[config.mk]
export PLATFORM = sky130hd
export DESIGN_NAME = b2s_sram
export DESIGN_NICKNAME = d
export VERILOG_FILES = /design/src/rtl/b2s_pkg.sv /design/src/rtl/b2s_ctrl.sv /design/src/rtl/b2s_bank.sv /design/src/rtl/b2s_rd_pipe.sv /design/src/rtl/b2s_sram.sv
export SDC_FILE = /design/constraint.sdc
export NUM_CORES = 2
export LEC_CHECK = 0
export BUFFER_PORTS_ARGS = -buffer_cell sky130_fd_sc_hd__buf_4
export CORE_UTILIZATION = 30
export CTS_CLUSTER_DIAMETER = 60
export DETAILED_ROUTE_END_ITERATION = 8
export PLACE_DENSITY = 0.48
export SLEW_MARGIN = 20
export SYNTH_ARGS = -nofsm -noshare
export SYNTH_HDL_FRONTEND = slang
export SYNTH_MEMORY_MAX_BITS = 65536
export SYNTH_SLANG_ARGS = --single-unit
[constraint.sdc]
create_clock -name clk -period 6.1 [get_ports clk]
set_input_delay 1.22 -clock clk [delete_from_list [all_inputs] [get_ports clk]]
set_output_delay 1.22 -clock clk [all_outputs]
set_load 0.005 [all_outputs]
[src/rtl/b2s_pkg.sv]
package b2s_pkg;

    localparam int LANES  = 4;
    localparam int LANE_W = 9;
    localparam int WORD_W = LANES * LANE_W;

    typedef logic [WORD_W-1:0] word_t;
    typedef logic [LANES-1:0]  lane_mask_t;

    typedef struct packed {
        word_t b0;
        word_t b1;
    } burst_t;

    // Replace the lanes whose active-low enable is 0 with the new word.
    function automatic word_t merge_lanes(word_t old_w, word_t new_w, lane_mask_t keep_n);
        word_t r;
        r = old_w;
        for (int i = 0; i < LANES; i++) begin
            if (!keep_n[i]) r[i*LANE_W +: LANE_W] = new_w[i*LANE_W +: LANE_W];
        end
        return r;
    endfunction

endpackage

[src/rtl/b2s_ctrl.sv]
module b2s_ctrl #(
    parameter int AW       = 6,
    parameter int READ_LAT = 2
) (
    input  logic          clk,
    input  logic          rst,
    input  logic          ld_n,
    input  logic          rd_nwr,
    input  logic [AW-1:0] addr,
    output logic          wr_en,
    output logic [AW-1:0] wr_addr,
    output logic          rd_fire,
    output logic          q_valid
);
    localparam int STAGES = READ_LAT + 1;
    localparam int CW     = $clog2(STAGES + 2);

    logic [STAGES-1:0] vchain;
    logic [CW-1:0]     outst;

    assign rd_fire = !ld_n && rd_nwr;

    // Write data phase: one cycle after the command edge.
    always_ff @(posedge clk) begin
        if (rst) begin
            wr_en   <= 1'b0;
            wr_addr <= '0;
        end else begin
            wr_en   <= !ld_n && !rd_nwr;
            wr_addr <= addr;
        end
    end

    generate
        if (STAGES == 1) begin : g_one
            always_ff @(posedge clk) begin
                if (rst) vchain <= '0;
                else     vchain <= rd_fire;
            end
        end else begin : g_chain
            always_ff @(posedge clk) begin
                if (rst) vchain <= '0;
                else     vchain <= {vchain[STAGES-2:0], rd_fire};
            end
        end
    endgenerate

    assign q_valid = vchain[STAGES-1];

    // Count reads issued but not yet presented.
    always_ff @(posedge clk) begin
        if (rst) outst <= '0;
        else     outst <= outst + CW'(rd_fire) - CW'(q_valid);
    end

    p_valid_backed_r5: assert property (@(posedge clk) disable iff (rst)
        q_valid |-> (outst != '0));

    p_outst_bound_r5: assert property (@(posedge clk) disable iff (rst)
        outst <= CW'(STAGES));

endmodule

[src/rtl/b2s_bank.sv]
module b2s_bank
    import b2s_pkg::*;
#(
    parameter int DEPTH = 64,
    parameter int AW    = 6
) (
    input  logic          clk,
    input  logic          rst,
    input  logic          we,
    input  logic [AW-1:0] waddr,
    input  word_t         wdata,
    input  lane_mask_t    wkeep_n,
    input  logic [AW-1:0] raddr,
    output word_t         rdata
);
    word_t mem [DEPTH];
    logic  hit;

    always_ff @(posedge clk) begin
        if (we) mem[waddr] <= merge_lanes(mem[waddr], wdata, wkeep_n);
    end

    // Forward the data being committed on this edge to a colliding read.
    assign hit   = we && (waddr == raddr);
    assign rdata = hit ? merge_lanes(mem[raddr], wdata, wkeep_n) : mem[raddr];

    generate
        for (genvar i = 0; i < LANES; i++) begin : g_lane
            p_lane_keep_r4: assert property (@(posedge clk) disable iff (rst)
                $past(we && wkeep_n[i]) |->
                    mem[$past(waddr)][i*LANE_W +: LANE_W] ==
                    $past(mem[waddr][i*LANE_W +: LANE_W]));

            p_lane_write_r3: assert property (@(posedge clk) disable iff (rst)
                $past(we && !wkeep_n[i]) |->
                    mem[$past(waddr)][i*LANE_W +: LANE_W] ==
                    $past(wdata[i*LANE_W +: LANE_W]));
        end
    endgenerate

endmodule

[src/rtl/b2s_rd_pipe.sv]
module b2s_rd_pipe
    import b2s_pkg::*;
#(
    parameter int STAGES = 3
) (
    input  logic   clk,
    input  logic   rst,
    input  logic   load,
    input  burst_t din,
    output burst_t q,
    output logic   oe
);
    burst_t            st [STAGES];
    logic [STAGES-1:0] sv;

    always_ff @(posedge clk) begin
        if (rst) begin
            sv <= '0;
            for (int k = 0; k < STAGES; k++) st[k] <= '0;
        end else begin
            sv[0] <= load;
            st[0] <= load ? din : '0;
            for (int k = 1; k < STAGES; k++) begin
                sv[k] <= sv[k-1];
                st[k] <= st[k-1];
            end
        end
    end

    assign q  = st[STAGES-1];
    assign oe = sv[STAGES-1];

    p_idle_quiet_r6: assert property (@(posedge clk) disable iff (rst)
        !oe |-> (q == '0));

endmodule

[src/rtl/b2s_sram.sv]
module b2s_sram
    import b2s_pkg::*;
#(
    parameter  int DEPTH    = 64,
    parameter  int READ_LAT = 2,
    localparam int AW       = (DEPTH > 1) ? $clog2(DEPTH) : 1
) (
    input  logic              clk,
    input  logic              rst,
    input  logic              ld_n,
    input  logic              rd_nwr,
    input  logic [AW-1:0]     addr,
    input  logic [WORD_W-1:0] wd_beat0,
    input  logic [WORD_W-1:0] wd_beat1,
    input  logic [LANES-1:0]  wkeep0_n,
    input  logic [LANES-1:0]  wkeep1_n,
    output logic [WORD_W-1:0] q_beat0,
    output logic [WORD_W-1:0] q_beat1,
    output logic              q_oe,
    output logic              q_valid
);
    localparam int STAGES = READ_LAT + 1;

    logic          wr_en;
    logic [AW-1:0] wr_addr;
    logic          rd_fire;
    word_t         wd  [2];
    lane_mask_t    wk  [2];
    word_t         rdw [2];
    burst_t        rd_burst;
    burst_t        q_burst;

    b2s_ctrl #(.AW(AW), .READ_LAT(READ_LAT)) u_ctrl (
        .clk(clk), .rst(rst), .ld_n(ld_n), .rd_nwr(rd_nwr), .addr(addr),
        .wr_en(wr_en), .wr_addr(wr_addr), .rd_fire(rd_fire), .q_valid(q_valid)
    );

    assign wd[0] = wd_beat0;
    assign wd[1] = wd_beat1;
    assign wk[0] = wkeep0_n;
    assign wk[1] = wkeep1_n;

    generate
        for (genvar b = 0; b < 2; b++) begin : g_bank
            b2s_bank #(.DEPTH(DEPTH), .AW(AW)) u_bank (
                .clk(clk), .rst(rst), .we(wr_en), .waddr(wr_addr),
                .wdata(wd[b]), .wkeep_n(wk[b]), .raddr(addr), .rdata(rdw[b])
            );
        end
    endgenerate

    assign rd_burst.b0 = rdw[0];
    assign rd_burst.b1 = rdw[1];

    b2s_rd_pipe #(.STAGES(STAGES)) u_pipe (
        .clk(clk), .rst(rst), .load(rd_fire), .din(rd_burst),
        .q(q_burst), .oe(q_oe)
    );

    assign q_beat0 = q_burst.b0;
    assign q_beat1 = q_burst.b1;

    p_oe_tracks_valid_r6: assert property (@(posedge clk) disable iff (rst)
        q_oe == q_valid);

    p_idle_no_write_r2: assert property (@(posedge clk) disable iff (rst)
        $past(ld_n) |-> !wr_en);

    p_write_source_r3: assert property (@(posedge clk) disable iff (rst)
        wr_en |-> $past(!ld_n && !rd_nwr));

endmodule

==> results by group <==
Outcome
  – Outcome: finished, final reports clean

Timing
  – Slew HR: 22.7%
  – Final setup viols: 0
  – Max Freq: 0.250 GHz
  – Slew Limit Fails: 0
  – Final hold vios: 0
  – Worst Tran Pin Value: 1.16 ns
  – Worst Slack Setup Final: 2.10 ns
  – RSZ-0062 raised after global routing: false
  – Crit path time final: 4.00 ns
  – Final period util: 65.6%
  – Post-Route Setup TNS: 0 ns
  – Skew final: 0.0957 ns
  – WHS: 0.423 ns

Power
  – Switch share: 21.7%
  – Pint: 56.3 mW
  – PD cells: 337 nW/um^2
  – Pleak: 67.4 nW
  – Seq pwr share: 50.6%
  – Clock power frac: 45.3%
  – Final Power: 71.9 mW
  – Psw: 15.6 mW
  – Peak supply drop: 0.267 mV
  – Combinational group share of total power: 4.0%

Final layout
  – Nets: 9119
  – FF/Latch Area: 143000 sq um
  – Filler cell count: 56440
  – Multi-input logic area: 39100 sq um
  – Util after Layout: 35.0%
  – Most frequent cells in the layout: edfxtp_1, mux4_2, mux2i_1
  – Most common cell after layout, fill and taps aside: edfxtp_1
  – Area Overhead vs Synth: 16.0%
  – Layout cells sized above 1: 24.2%

Synthesis
  – Number of synthesized register bits: 4834
  – Synth Instances: 8660
  – Synthesis Warnings: 0
  – Seq/Total Area, Yosys: 77.6%
  – Cell area after synthesis: 184000 sq um
  – Number of synthesized flops with an enable pin: 4608
  – Synthesized area per cell: 21.3 sq um
  – Dominant synthesized flop cell: edfxtp_1
  – Distinct cells, synth: 33
  – Syn_nets: 8750
  – Synth async-reset ratio: 0%

GRT
  – First-pass GRT wire length: 724000 um
  – Total grt overflow: 0
  – All-Layer GR Usage: 16.6%
  – Initial antenna violation count: 75
  – Vias in the first global route: 90505
  – Largest net degree at the start of global routing: 109

Place
  – Pre-CTS WS: 1.52 ns
  – # port buffers: 163
  – GP Congestion: 0.782
  – DPL Wire Length: 310000 um

Clock tree
  – Total CTS buffers: 547
  – Setup Fix Bufs, Post-CTS: 0
  – Clock buffer depth: 4
  – Post_cts resized: 0
  – CTS tree: built
  – CTS H-tree depth: 6
  – Worst-Skew Late Latency: 1.09 ns
  – Hold_buf cts: 0
  – Clock transition at path regs: 0.06 ns
  – CTS Sinks: 4834
  – Clk root buf: clkbuf_16

Flow run
  – MaxCap Viol Count: 0

Worst setup path
  – Worst EP required: 6.74 ns
  – Crit-path max FO: 9
  – Max stage delay on crit path: 0.98 ns
  – Kind of critical path: reg -> reg
  – Worst R2R Start: u_ctrl.wr_addr[1]
  – Setup crit start: u_ctrl.wr_addr[1]
  – Cell Chain, Critical Path: nor3b_2, nand2_2, buf_4, nor2_1
  – Worst path arrival time: 4.65 ns
  – Worst Reg-to-Reg Cells: 4
  – R2r setup slk: 2.10 ns
  – Critical path depth: 4
  – Crit-path slowest cell: nor3b_2
  – Crit end category: flip-flop
  – WP buf/inv: 1
  – CP Launch Type: flip-flop
  – CP Capture Point: g_bank[0].u_bank.mem[50][7]
  – Delay-heaviest family, CP: simple AND/OR/NAND/NOR gates
  – Reg-to-reg endpoint: g_bank[0].u_bank.mem[50][7]

Floorplanning
  – IO Pins: 164
  – DIE AREA: 617000 sq um
  – Die Wd: 786 um
  – Die H: 786 um
  – Initial Utilization: 30.1%
  – # rows: 287
  – Core ar.: 611000 sq um

Detailed routing
  – Vias per inst: 4.98
  – DR DRC count: 0
  – First DRT Iteration DRCs: 7525
  – DRT Pass-1 Iters: 6
  – DR WL/cell: 29.7 um
  – Final ANT Viol Nets: 0
  – DR vias: 87685
  – Post-Route WL: 524000 um

Min path
  – Hold Path Class: in -> reg
[power by group through the flow]
stage | Clock [mW] | Combinational, mW | Sequential [mW]
finish | 32.6 | 2.90 | 36.4
global route | 34.4 | 3.08 | 36.4
CTS | 33.3 | 2.97 | 36.4
detailed placement | 0 | 2.96 | 37.1
global placement | 0 | 2.90 | 37.1
floorplan | 0 | 1.57 | 37.1
[sequential cells by signal, summed over array words and instances (netlist names)]
| register | flops |
|---|---|
| g_bank.u_bank.mem | 4608 |
| u_pipe.st | 216 |
| u_ctrl.wr_addr | 6 |
| u_ctrl.vchain | 3 |
| u_ctrl.wr_en | 1 |
[area by class of cell]
type	instances	area share [%]
inverters	1	0.00176
multi-input cells	3258	18.3
flip-flops and latches	4834	66.9
well taps	8092	4.74
repair buffers	387	1.58
clock buffers	691	6.84
diodes	66	0.0773
clock inverters	293	1.57
[synthesized netlist by cell type, drive strengths merged (5+ instances only)]
library cell | count | area [sq um]
nand2 | 67 | 251
a22oi | 288 | 2160
a221oi | 72 | 631
edfxtp | 4608 | 138000
nor4 | 8 | 100
clkbuf | 248 | 931
buf | 319 | 1770
and3b | 5 | 43.8
nor2 | 518 | 1940
nor3b | 8 | 65.1
nand3 | 145 | 726
and2b | 59 | 443
a2111o | 72 | 811
o31ai | 24 | 190
xnor2 | 6 | 52.6
mux4 | 1008 | 22700
dfxtp | 226 | 4520
nand2b | 8 | 50.1
nor2b | 240 | 1500
a22o | 72 | 631
a31oi | 72 | 450
mux2i | 576 | 5770
[worst min-delay path by stage]
stage | from | end | slack, ns | depth (start not counted)
detailed placement | u_pipe.st[0][133] | u_pipe.st[0][205] | 0.43 | 1
finish | ld_n | u_ctrl.wr_en | 0.42 | 2
floorplan | u_ctrl.vchain[0] | u_ctrl.vchain[1] | 0.41 | 1
CTS | ld_n | u_ctrl.wr_en | 0.35 | 2
global route | rd_nwr | u_ctrl.wr_en | 0.39 | 2
global placement | u_pipe.st[0][136] | u_pipe.st[0][208] | 0.42 | 1
[metrics by stage]
step,cell area [sq um],instances
5_1_grt,214000,17574
3_5_place_dp,195000,16572
3_3_place_gp,195000,16569
2_1_floorplan,184000,8660
6_report,214000,17622
4_1_cts,213000,17556
[layer usage]
metal	wire length [um]	share of wire, %	track usage (%)
met2	263000	50	28.0
met5	193	0.037	0.124
met3	31500	6.0	3.29
met4	18000	3.4	6.28
met1	211000	40	21.1
[logic make-up after synthesis]
group	after synthesis	synth area share [%]
flip-flops	4834	77.6
AND/OR/NAND/NOR	1068	2.82
XOR/XNOR	6	0.0285
buffers and inverters	568	1.47
multiplexers	1584	15.5
AO/OA/AOI/OAI	600	2.65
No activity file was read; power rests on OpenSTA's default activity.
